==> config.mk <==
export PLATFORM = sky130hd
export DESIGN_NAME = spi_hold_gate
export DESIGN_NICKNAME = d
export VERILOG_FILES = /design/src/rtl/spi_hold_pkg.sv /design/src/rtl/hold_sync.sv /design/src/rtl/sck_edge.sv /design/src/rtl/hold_ctrl.sv /design/src/rtl/spi_hold_gate.sv
export SDC_FILE = /design/constraint.sdc
export NUM_CORES = 1
export LEC_CHECK = 0
export BUFFER_PORTS_ARGS = -buffer_cell sky130_fd_sc_hd__buf_2
export CAP_MARGIN = 20
export CELL_PAD_IN_SITES_DETAIL_PLACEMENT = 0
export CELL_PAD_IN_SITES_GLOBAL_PLACEMENT = 1
export CORE_AREA = 2 2 39 41
export DETAILED_ROUTE_END_ITERATION = 8
export DIE_AREA = 0 0 41 43
export PLACE_DENSITY = 0.59
export RECOVER_POWER = 25
export SETUP_SLACK_MARGIN = 0.02
export SLEW_MARGIN = 10
export SYNTH_ARGS = -nofsm -noshare
export SYNTH_HDL_FRONTEND = slang
export SYNTH_SLANG_ARGS = --single-unit
==> constraint.sdc <==
create_clock -name clk -period 2.75 [get_ports clk]
set_input_delay 0.55 -clock clk [delete_from_list [all_inputs] [get_ports clk]]
set_output_delay 0.55 -clock clk [all_outputs]
set_load 0.005 [all_outputs]
==> src/rtl/spi_hold_pkg.sv <==
package spi_hold_pkg;

  // bit positions of the pad pins inside the synchroniser vector
  localparam int PIN_W    = 4;
  localparam int PIN_CS   = 0;
  localparam int PIN_SCK  = 1;
  localparam int PIN_SDI  = 2;
  localparam int PIN_HOLD = 3;

  typedef struct packed {
    logic rise;
    logic fall;
  } sck_edge_t;

  // edge events from the previous and current sampled clock level
  function automatic sck_edge_t edge_of(input logic prev_lvl, input logic cur_lvl);
    sck_edge_t e;
    e.rise = cur_lvl & ~prev_lvl;
    e.fall = ~cur_lvl & prev_lvl;
    return e;
  endfunction

  // a pause may begin only with the clock low
  function automatic logic may_enter(input logic paused, input logic sel,
                                     input logic hold_lvl, input logic sck_lvl);
    return sel & ~paused & ~hold_lvl & ~sck_lvl;
  endfunction

  // a pause ends on deselect, or on a released pin with the clock low
  function automatic logic may_leave(input logic paused, input logic sel,
                                     input logic hold_lvl, input logic sck_lvl);
    return paused & (~sel | (hold_lvl & ~sck_lvl));
  endfunction

  function automatic logic next_paused(input logic paused, input logic sel,
                                       input logic hold_lvl, input logic sck_lvl);
    if (may_enter(paused, sel, hold_lvl, sck_lvl)) return 1'b1;
    if (may_leave(paused, sel, hold_lvl, sck_lvl)) return 1'b0;
    return paused;
  endfunction

endpackage

==> src/rtl/hold_sync.sv <==
module hold_sync #(
  parameter int          W       = 4,
  parameter int          STAGES  = 2,
  parameter logic [W-1:0] RST_VAL = '0
) (
  input  logic         clk,
  input  logic         rst_n,
  input  logic [W-1:0] d_i,
  output logic [W-1:0] q_o
);

  logic [W-1:0] stage_q [STAGES];

  for (genvar s = 0; s < STAGES; s++) begin : g_stage
    if (s == 0) begin : g_first
      always_ff @(posedge clk or negedge rst_n) begin
        if (!rst_n) stage_q[s] <= RST_VAL;
        else        stage_q[s] <= d_i;
      end
    end else begin : g_next
      always_ff @(posedge clk or negedge rst_n) begin
        if (!rst_n) stage_q[s] <= RST_VAL;
        else        stage_q[s] <= stage_q[s-1];
      end
    end
  end

  assign q_o = stage_q[STAGES-1];

endmodule

==> src/rtl/sck_edge.sv <==
module sck_edge
  import spi_hold_pkg::*;
#(
  parameter logic IDLE_LVL = 1'b0
) (
  input  logic clk,
  input  logic rst_n,
  input  logic sck_lvl_i,
  output logic rise_o,
  output logic fall_o
);

  logic      prev_q;
  sck_edge_t ev;

  always_ff @(posedge clk or negedge rst_n) begin
    if (!rst_n) prev_q <= IDLE_LVL;
    else        prev_q <= sck_lvl_i;
  end

  assign ev     = edge_of(prev_q, sck_lvl_i);
  assign rise_o = ev.rise;
  assign fall_o = ev.fall;

endmodule

==> src/rtl/hold_ctrl.sv <==
module hold_ctrl
  import spi_hold_pkg::*;
(
  input  logic clk,
  input  logic rst_n,
  input  logic sel_i,
  input  logic hold_lvl_i,
  input  logic sck_lvl_i,
  input  logic sdi_lvl_i,
  input  logic rise_i,
  input  logic fall_i,
  input  logic drive_i,
  output logic rise_en_o,
  output logic fall_en_o,
  output logic sdi_o,
  output logic sdo_en_o,
  output logic paused_o,
  output logic seq_clear_o,
  output logic enter_o,
  output logic leave_o,
  output logic gate_o
);

  logic paused_q;
  logic sel_q;
  logic sdi_q;

  // named events for the checker
  assign enter_o = may_enter(paused_q, sel_i, hold_lvl_i, sck_lvl_i);
  assign leave_o = may_leave(paused_q, sel_i, hold_lvl_i, sck_lvl_i);
  // edges are swallowed while paused and in the cycle a pause begins
  assign gate_o  = paused_q | enter_o;

  always_ff @(posedge clk or negedge rst_n) begin
    if (!rst_n) begin
      paused_q <= 1'b0;
      sel_q    <= 1'b0;
      sdi_q    <= 1'b0;
    end else begin
      paused_q <= next_paused(paused_q, sel_i, hold_lvl_i, sck_lvl_i);
      sel_q    <= sel_i;
      if (!gate_o) sdi_q <= sdi_lvl_i;
    end
  end

  assign rise_en_o   = rise_i & sel_i & ~gate_o;
  assign fall_en_o   = fall_i & sel_i & ~gate_o;
  assign sdi_o       = gate_o ? sdi_q : sdi_lvl_i;
  assign sdo_en_o    = sel_i & hold_lvl_i & ~paused_q & drive_i;
  assign paused_o    = paused_q;
  assign seq_clear_o = sel_q & ~sel_i;

endmodule

==> src/rtl/spi_hold_gate.sv <==
module spi_hold_gate
  import spi_hold_pkg::*;
#(
  parameter int   SYNC_STAGES = 2,
  parameter logic SCK_IDLE    = 1'b0
) (
  input  logic clk,
  input  logic rst_n,
  input  logic cs_n_i,
  input  logic sck_i,
  input  logic sdi_i,
  input  logic hold_n_i,
  input  logic sdo_drive_i,
  output logic shift_rise_o,
  output logic shift_fall_o,
  output logic sdi_o,
  output logic sdo_en_o,
  output logic paused_o,
  output logic seq_clear_o
);

  localparam logic [PIN_W-1:0] PIN_RST = (PIN_W'(1) << PIN_CS)
                                       | (PIN_W'(SCK_IDLE) << PIN_SCK)
                                       | (PIN_W'(1) << PIN_HOLD);

  logic [PIN_W-1:0] pins_raw;
  logic [PIN_W-1:0] pins_s;
  logic sel;
  logic sck_lvl;
  logic sdi_lvl;
  logic hold_lvl;
  logic sck_rise;
  logic sck_fall;
  logic enter_w;
  logic leave_w;
  logic gate_w;

  always_comb begin
    pins_raw           = '0;
    pins_raw[PIN_CS]   = cs_n_i;
    pins_raw[PIN_SCK]  = sck_i;
    pins_raw[PIN_SDI]  = sdi_i;
    pins_raw[PIN_HOLD] = hold_n_i;
  end

  hold_sync #(
    .W       (PIN_W),
    .STAGES  (SYNC_STAGES),
    .RST_VAL (PIN_RST)
  ) sync_i (
    .clk   (clk),
    .rst_n (rst_n),
    .d_i   (pins_raw),
    .q_o   (pins_s)
  );

  assign sel      = ~pins_s[PIN_CS];
  assign sck_lvl  = pins_s[PIN_SCK];
  assign sdi_lvl  = pins_s[PIN_SDI];
  assign hold_lvl = pins_s[PIN_HOLD];

  sck_edge #(.IDLE_LVL(SCK_IDLE)) edge_i (
    .clk       (clk),
    .rst_n     (rst_n),
    .sck_lvl_i (sck_lvl),
    .rise_o    (sck_rise),
    .fall_o    (sck_fall)
  );

  hold_ctrl ctrl_i (
    .clk         (clk),
    .rst_n       (rst_n),
    .sel_i       (sel),
    .hold_lvl_i  (hold_lvl),
    .sck_lvl_i   (sck_lvl),
    .sdi_lvl_i   (sdi_lvl),
    .rise_i      (sck_rise),
    .fall_i      (sck_fall),
    .drive_i     (sdo_drive_i),
    .rise_en_o   (shift_rise_o),
    .fall_en_o   (shift_fall_o),
    .sdi_o       (sdi_o),
    .sdo_en_o    (sdo_en_o),
    .paused_o    (paused_o),
    .seq_clear_o (seq_clear_o),
    .enter_o     (enter_w),
    .leave_o     (leave_w),
    .gate_o      (gate_w)
  );

endmodule

==> metrics, run 1 <==
outcome finished clean; Vias 247; TritonCTS Sinks 12; Slowest-stage cell, CP or4b_1; Post-Route WL 528 µm; Core Rows 14; FILL cells 144; CP top delay family simple AND/OR/NAND/NOR gates; reg-to-reg startpoint sync_i.q_o[1]; Core ar. 0.00138 mm²; drt via density 4.33; Required @ worst endpoint 2.20 ns; Cell Chain, Critical Path or4b_1, o311ai_1, buf_2; Avg Inst Size Synth 15.1 µm²; Worst-Margin Slew 0.605 ns; first-pass GRT wire length 966 µm; Final Hold Viols 0; Period Utilization, post-route 0.738; startpoint types flip-flop; Die Y 43 µm; Post-CTS Setup Inserts 0; top fanout value on the critical path 7; Clk pin slew, worst setup/hold paths 0.06 ns; Syn Inst Count 26; pwr dens 630 mW/mm²; Ports 13; Worst R2R Path Depth 2; Tot GR Track Use 0.0860; CP peak stage delay 0.51 ns; Clock Skew 0.00185 ns; RSZ-0062 raised after global routing false; H-tree Lvls 1; most common cell after layout, fill and taps aside buf_2; hold buffers post-CTS 0; syn_nets 33; max-slew violation count 0; Netlist Area Pre-Place 393 µm²; DR WL/cell 9.26 µm; placed insts 54; initial core utilization 0.284; #FFs+latches synth 12; HP Class input port to async pin; Port Buf Inserts 12; share of cells above drive strength 1 0.512; drt first pass iters 2; Power, Total 0.311 mW; Worst VDD drop 0.250 mV; post-synthesis sequential area ratio 0.777; number of DRC markers in iteration 0 1; Leakage 0.239 nW; post_cts resized 0; Clk Latency, worst-skew pair 0.26 ns; Tmin final 2.03 ns; Final ANT Viol Nets 0; Final GP Congestion 0.584; Crit Reg-Reg Endpoint ctrl_i.sdi_q; reg2reg setup slack 1.59 ns; antenna cells 0; Layout Cells excl Fill 57; setup TNS 0 ns; nets@finish 50; relative slew slack 0.597; f_max 493 MHz; vias in the first global route 251; Synth Warn # 0; initial antenna violation count 0; Worst Setup End Kind output port; P&R area growth vs syn 25.8%; WP buf/inv 1; Netlist cell types 14; Setup CP Type flip-flop to output port; Post-route DRC 0; Max Cap Viol 0; most frequent cells in the layout buf_2 (11), dfrtp_1 (8), dfstp_2 (4); Chip Width 41 µm; Max clock buf depth 2; total CTS buffers 3; GR Overflow Total 0; pin count of the biggest net entering global routing 13; setup violators final 0; CTS tree yes; Data arrival, critical path 1.48 ns; Root Driver clkbuf_4; die area 0.00176 mm²
final cells by class:
class                           count  area, µm²  share of cell area
Sequential cell                    12        305               0.618
Multi-Input combinational cell     12       80.1               0.162
Timing Repair Buffer               12       58.8               0.119
Clock buffer                        3       22.5              0.0456
Tap cell                           16       20.0              0.0405
Inverter                            2       7.51              0.0152
power by group:
part | internal (mW) | switching, mW | leakage (nW) | total [mW]
sequential | 0.189 | 0.00617 | 0.137 | 0.195
combinational | 0.0102 | 0.00870 | 0.0881 | 0.0189
clock | 0.0504 | 0.0469 | 0.0138 | 0.0974
total | 0.249 | 0.0618 | 0.239 | 0.311
logic make-up (layout without fill, tap and decap cells):
| logic type | Yosys count | count (layout) | synth area share |
|---|---|---|---|
| DFF | 12 | 12 | 0.777 |
| AOI/OAI and AO/OA | 2 | 2 | 0.0350 |
| and+or+nand+nor | 10 | 10 | 0.169 |
| buffers and inverters | 2 | 17 | 0.0191 |
stage by stage:
stage	setup WS, ns	hold WS [ns]	instance area, µm²	utilization
after global placement	1.02	0.333	473	0.342
after floorplan	1.19	0.254	393	-
after CTS	0.683	0.146	495	0.358
final	0.720	0.269	494	0.357
after detailed placement	0.981	0.340	473	0.342
after global routing	0.611	0.309	494	0.357
cell usage after synthesis:
cell      number  area share
a21oi_1        1       0.013
and2_1         1       0.016
and3_2         1       0.019
and4b_2        1       0.029
dfrtp_1        8        0.51
dfstp_2        4        0.27
inv_1          2       0.019
nand2_1        2       0.019
nor2_1         1      0.0095
nor3_1         1       0.013
nor4b_1        1       0.022
o311ai_1       1       0.022
or2_2          1       0.016
or4b_1         1       0.025
state kept, by name, indices dropped and copies added, names as in the netlist:
name             flops
sync_i.q_o           4
ctrl_i.sel_q         1
ctrl_i.sdi_q         1
ctrl_i.paused_o      1
sync_i.stage_q       4
edge_i.prev_q        1
worst max path at each step:
stage                             start     to  slack [ns]  depth (start not counted)
after global routing      sync_i.q_o[1]  sdi_o        0.61                          3
after global placement    sync_i.q_o[1]  sdi_o        1.02                          3
final                     sync_i.q_o[1]  sdi_o        0.72                          3
after CTS                 sync_i.q_o[1]  sdi_o        0.68                          3
after detailed placement  sync_i.q_o[1]  sdi_o        0.98                          3
after floorplan           sync_i.q_o[1]  sdi_o        1.19                          2
per-layer routing:
layer	vias up	track usage	part of all wire
met4	0	0.0600	0
met5	-	0	0
li1	122	-	-
met1	113	0.106	0.45
met3	0	0.0471	0.14
met2	12	0.109	0.40
(Power assumes the default switching activity.)
==> inputs of run 2 (changes only) <==
Settings changed: ABC_AREA set to 1, CORE_AREA 2 2 39 41 to unset, CORE_MARGIN set to 1, CORE_UTILIZATION set to 30, DIE_AREA 0 0 41 43 to unset, PLACE_DENSITY 0.59 to 0.64.
Clock period 2.75 ns to 1.8 ns, I/O delays scaled along.
==> metrics, run 2 <==
top cell type by total area after synthesis dfrtp_1 (unchanged); Worst Setup End Kind output port (unchanged); HP Class input port to flip-flop (was input port to async pin); Post-synth top cells dfrtp_1 (8), nand2_1 (7), inv_1 (6), dfstp_2 (4), nand3_1 (2) (was dfrtp_1 (8), dfstp_2 (4), inv_1 (2), nand2_1 (2)); pin count of the biggest net entering global routing 13 (unchanged); max-slew violation count 0 (unchanged); Vias 257 (was 247); f_max 620 MHz; Clk pin slew, worst setup/hold paths 0.06 ns (about the same); Core ar. 0.00116 mm² (was 0.00138 mm²); #FFs+latches synth 12 (unchanged); hold path depth 1; Synth Warn # 0 (unchanged); Die Y 38.1 µm (was 43 µm); FILL cells 115 (was 144); Data arrival, critical path 1.25 ns (was 1.48 ns); H-tree Lvls 1 (unchanged); Final ANT Viol Nets 0 (unchanged); Max Cap Viol 0 (unchanged); total CTS buffers 3 (unchanged); Synth Area in Compound Gates 0.0128 (was 0.0350); Chip Width 38.1 µm (was 41 µm); Required @ worst endpoint 1.44 ns (was 2.20 ns); drt first pass iters 2 (unchanged); most frequent cells in the layout buf_2 (12), dfrtp_1 (8), nand2_1 (7) (was buf_2 (11), dfrtp_1 (8), dfstp_2 (4)); mux cell area share after synthesis 0 (unchanged); main combinational cell family by area after synthesis simple AND/OR/NAND/NOR gates (unchanged); top cell type's share of synthesized area 0.513 (was 0.510); Synth Area in Adders 0 (unchanged); syn_nets 39 (was 33); Syn Inst Count 32 (was 26); Port Buf Inserts 12 (unchanged); setup violators final 0 (unchanged); relative slew slack 0.833 (was 0.597); top post-synthesis cells by area dfrtp_1 (51%), dfstp_2 (27%), nand2_1 (6.7%) (was dfrtp_1 (51%), dfstp_2 (27%), and4b_2 (2.9%)); nets@finish 57 (was 50); drt via density 4.15 (was 4.33); Post-CTS Setup Inserts 0 (unchanged); initial antenna violation count 0 (unchanged); CTS tree yes (unchanged); Clock Skew 0.00222 ns (was 0.00185 ns); Netlist cell types 10 (was 14); DR WL/cell 8.79 µm (was 9.26 µm); worst hold path startpoint hold_n_i; Worst VDD drop 0.392 mV (was 0.250 mV); Tot GR Track Use 0.0960 (was 0.0860); DP Area 468 µm² (was 473 µm²); RSZ-0062 raised after global routing false (unchanged); EDFF count, synth 0 (unchanged); Netlist Area Pre-Place 390 µm² (was 393 µm²); share of cells above drive strength 1 0.417 (was 0.512); Final Hold Viols 0 (unchanged); pwr dens 958 mW/mm² (was 630 mW/mm²); Leakage 0.280 nW (was 0.239 nW); Core Rows 12 (was 14); Final GP Congestion 0.648 (was 0.584); outcome finished clean (unchanged); vias in the first global route 252 (was 251); Post-synth ARST share 1.00 (unchanged); Ports 13 (unchanged); post_cts resized 0 (unchanged); Avg Inst Size Synth 12.2 µm² (was 15.1 µm²); Hold Slack 0.194 ns (was 0.269 ns); initial core utilization 0.338 (was 0.284); Synth Area in XOR/XNOR 0 (unchanged); Worst-Margin Slew 0.251 ns (was 0.605 ns); post-synthesis sequential area ratio 0.782 (was 0.777); number of DRC markers in iteration 0 1 (unchanged); count leader, synth dfrtp_1 (unchanged); first-pass GRT wire length 910 µm (was 966 µm); Layout Cells excl Fill 62 (was 57); GR Overflow Total 0 (unchanged); placed insts 58 (was 54); Post-route DRC 0 (unchanged); most common cell after layout, fill and taps aside buf_2 (unchanged); P&R area growth vs syn 28.2% (was 25.8%); Setup CP Type flip-flop to output port (unchanged); hold buffers post-CTS 1 (was 0); setup TNS 0 ns (unchanged); Period Utilization, post-route 0.896; top fanout value on the critical path 4 (was 7); Root Driver clkbuf_4 (unchanged); antenna cells 0 (unchanged); Tmin final 1.61 ns; Clk Latency, worst-skew pair 0.26 ns (about the same); reg-to-reg startpoint sync_i.q_o[0] (was sync_i.q_o[1]); startpoint types flip-flop (unchanged); Max clock buf depth 2 (unchanged); Post-Route WL 545 µm (was 528 µm); Synth Area in Simple Gates 0.147 (was 0.169); Worst R2R Path Depth 5 (was 2); Finished Cell Area 500 µm² (was 494 µm²); CP Launch Point sync_i.q_o[0] (was sync_i.q_o[1]); TritonCTS Sinks 12 (unchanged); Post-synth top flop dfrtp_1 (unchanged); die area 0.00145 mm² (was 0.00176 mm²)
run 2: worst max-delay path, stage by stage (launching register included):
cell	delay (ns)
dfstp_2	0.56
nor2_2	0.04
nand2_1	0.11
nand2_1	0.06
nand2_1	0.05
nand2_1	0.05
buf_2	0.12
run 2: area by class of cell:
cell class	instances	area (µm²)	area share
sequential	12	305	0.610
timing repair buffer	13	70.1	0.140
multi-input combinational	14	62.6	0.125
clock buffer	3	22.5	0.0450
inverter	6	22.5	0.0450
tap	14	17.5	0.0350
run 2: per-layer routing:
metal  vias up  GRT usage  wire length, µm
li1        131          -                -
met1       114      0.103              233
met2        12      0.148              262
met3         0     0.0174               49
met4         0      0.107                0
met5         -          0                0
run 2: per-stage QoR:
step                power (mW)  worst slack (ns)  utilization
finish                   0.479             0.188        0.433
global route             0.503            0.0821        0.433
CTS                      0.492             0.168        0.433
detailed placement       0.333             0.460        0.405
global placement         0.332             0.480        0.405
floorplan                0.312             0.621            -
run 2: power by group:
group / switching (mW) / leakage (nW) / internal, mW / total [mW]
Clock: 0.0731 / 0.0138 / 0.0771 / 0.150
Combinational: 0.0184 / 0.129 / 0.0157 / 0.0341
Sequential: 0.00657 / 0.137 / 0.288 / 0.295
run 2: path summary, 6_finish.rpt:
kind / end / slack, ns
max: sdi_o / 0.19
min: sync_i.stage_q[7] / 0.19
max reg2reg: ctrl_i.sdi_q / 0.82
min reg2reg: sync_i.q_o[1] / 0.36
max in group asynchronous: sync_i.stage_q[4] / 1.05
min in group asynchronous: sync_i.q_o[2] / 0.49
run 2: kinds of logic after synthesis:
group                  Yosys count
AOI/OAI and AO/OA                1
buffers and inverters            6
DFF                             12
and+or+nand+nor                 13
==> inputs of run 3 (changes only) <==
Settings changed: PLACE_DENSITY 0.64 to unset, PLACE_DENSITY_LB_ADDON set to 0.1.
==> metrics, run 3 (synthesized netlist as in run 2, its figures left out) <==
reg2reg setup slack 0.82 ns (about the same); initial antenna violation count 0 (unchanged); first-pass GRT wire length 903 µm (was 910 µm); Die Y 38.1 µm (unchanged); Post-route DRC 0 (unchanged); initial core utilization 0.338 (unchanged); post_cts resized 0 (unchanged); FILL cells 121 (was 115); Worst VDD drop 0.402 mV (was 0.392 mV); met3 Use GR 0.0174 (unchanged); setup TNS 0 ns (unchanged); H-tree Lvls 1 (unchanged); Period Utilization, post-route 0.897 (was 0.896); Worst R2R Path Depth 5 (unchanged); pwr dens 1040 mW/mm² (was 958 mW/mm²); Worst-Margin Slew 0.255 ns (was 0.251 ns); antenna cells 0 (unchanged); Final GP Congestion 0.653 (was 0.648); HP Class input port to flip-flop (unchanged); sink of the worst hold path sync_i.stage_q[4] (was sync_i.stage_q[7]); die area 0.00145 mm² (unchanged); max-slew violation count 0 (unchanged); Tmin final 1.61 ns (about the same); CTS tree yes (unchanged); vias in the first global route 243 (was 252); nets@finish 57 (unchanged); gr busiest metal met2 (unchanged); worst hold path startpoint cs_n_i (was hold_n_i); Vias 250 (was 257); P&R area growth vs syn 31.7% (was 28.2%); GR Overflow Total 0 (unchanged); GRT met1 Usage 0.124 (was 0.103); Max clock buf depth 2 (unchanged); Post-Route WL 538 µm (was 545 µm); Tot GR Track Use 0.0964 (was 0.0960); Final ANT Viol Nets 0 (unchanged); most common cell after layout, fill and taps aside buf_2 (unchanged); Core Rows 12 (unchanged); hold path depth 1 (unchanged); top fanout value on the critical path 4 (unchanged); Layout Cells excl Fill 63 (was 62); Final Hold Viols 0 (unchanged); placed insts 58 (unchanged); Data arrival, critical path 1.25 ns (about the same); relative slew slack 0.830 (was 0.833); RSZ-0062 raised after global routing false (unchanged); Core ar. 0.00116 mm² (unchanged); Clock Skew 0.00457 ns (was 0.00222 ns); most frequent cells in the layout buf_2 (12), dfrtp_1 (8), nand2_1 (7) (unchanged); drt via density 3.97 (was 4.15); outcome finished clean (unchanged); TritonCTS Sinks 12 (unchanged); pin count of the biggest net entering global routing 13 (unchanged); dpl hpwl 401 µm; Clk pin slew, worst setup/hold paths 0.07 ns (was 0.06 ns); Setup CP Type flip-flop to output port (unchanged); met2 Use GR 0.127 (was 0.148); Required @ worst endpoint 1.44 ns (about the same); total CTS buffers 3 (unchanged); Worst Setup End Kind output port (unchanged); share of cells above drive strength 1 0.429 (was 0.417); startpoint types flip-flop (unchanged); Port Buf Inserts 12 (unchanged); Clk Latency, worst-skew pair 0.26 ns (about the same); setup violators final 0 (unchanged); Power, Total 0.534 mW (was 0.479 mW); Ports 13 (unchanged); Chip Width 38.1 µm (unchanged); Crit Reg-Reg Endpoint ctrl_i.sdi_q (unchanged); Leakage 0.287 nW (was 0.280 nW); drt first pass iters 1 (was 2); reg-to-reg startpoint sync_i.q_o[0] (unchanged); f_max 619 MHz (was 620 MHz); DR WL/cell 8.54 µm (was 8.79 µm); number of DRC markers in iteration 0 0 (was 1); Root Driver clkbuf_4 (unchanged); Max Cap Viol 0 (unchanged)
## run 3: cell count changes in the layout (fill, tap and decap cells not counted), sizes merged
| cell | before | now |
|---|---|---|
| clkbuf | 3 | 4 |
## run 3: worst max path at each step
stage               slack (ns)  endpoint  cells after the start     startpoint
floorplan                 0.62     sdi_o                      5  sync_i.q_o[0]
global placement          0.48     sdi_o                      6  sync_i.q_o[0]
detailed placement        0.46     sdi_o                      6  sync_i.q_o[0]
CTS                       0.16     sdi_o                      6  sync_i.q_o[0]
global route              0.06     sdi_o                      6  sync_i.q_o[0]
finish                    0.19     sdi_o                      6  sync_i.q_o[0]
## run 3: repair_timing
item / in CTS / in global routing
hold endpoints to repair: 8 / 0
setup buffers: 0 / 0
hold buffers: 1 / 0
## run 3: per-stage QoR
stage,area (µm²),hold slack (ns),utilization,worst slack (ns)
6_report,514,0.186,0.445,0.186
5_1_grt,514,0.175,0.445,0.0618
4_1_cts,514,0.175,0.445,0.163
3_5_place_dp,468,0.242,0.405,0.463
3_3_place_gp,468,0.238,0.405,0.480
2_1_floorplan,390,0.0644,-,0.621
## run 3: critical path, stage by stage, from the launching register on
cell	delay, ns
dfstp_2	0.56
nor2_2	0.04
nand2_1	0.10
nand2_1	0.06
nand2_1	0.05
nand2_1	0.05
buf_2	0.12
## run 3: routing by layer
layer / up-vias / wire, µm
met1: 104 / 245
li1: 132 / -
met5: - / 0
met2: 12 / 234
met4: 0 / 7
met3: 2 / 50
## run 3: final cells by class
class                   instances  area (µm²)  share of cell area
clock buffers                   4        36.3              0.0706
inverters                       6        22.5              0.0438
multi-input cells              14        62.6               0.122
flip-flops and latches         12         305               0.594
well taps                      14        17.5              0.0341
repair buffers                 13        70.1               0.136
## run 3: report_power, final
group / switching, mW / total (mW) / internal, mW
clock: 0.0827 / 0.205 / 0.123
sequential: 0.00615 / 0.294 / 0.288
combinational: 0.0184 / 0.0342 / 0.0157
total: 0.107 / 0.534 / 0.427
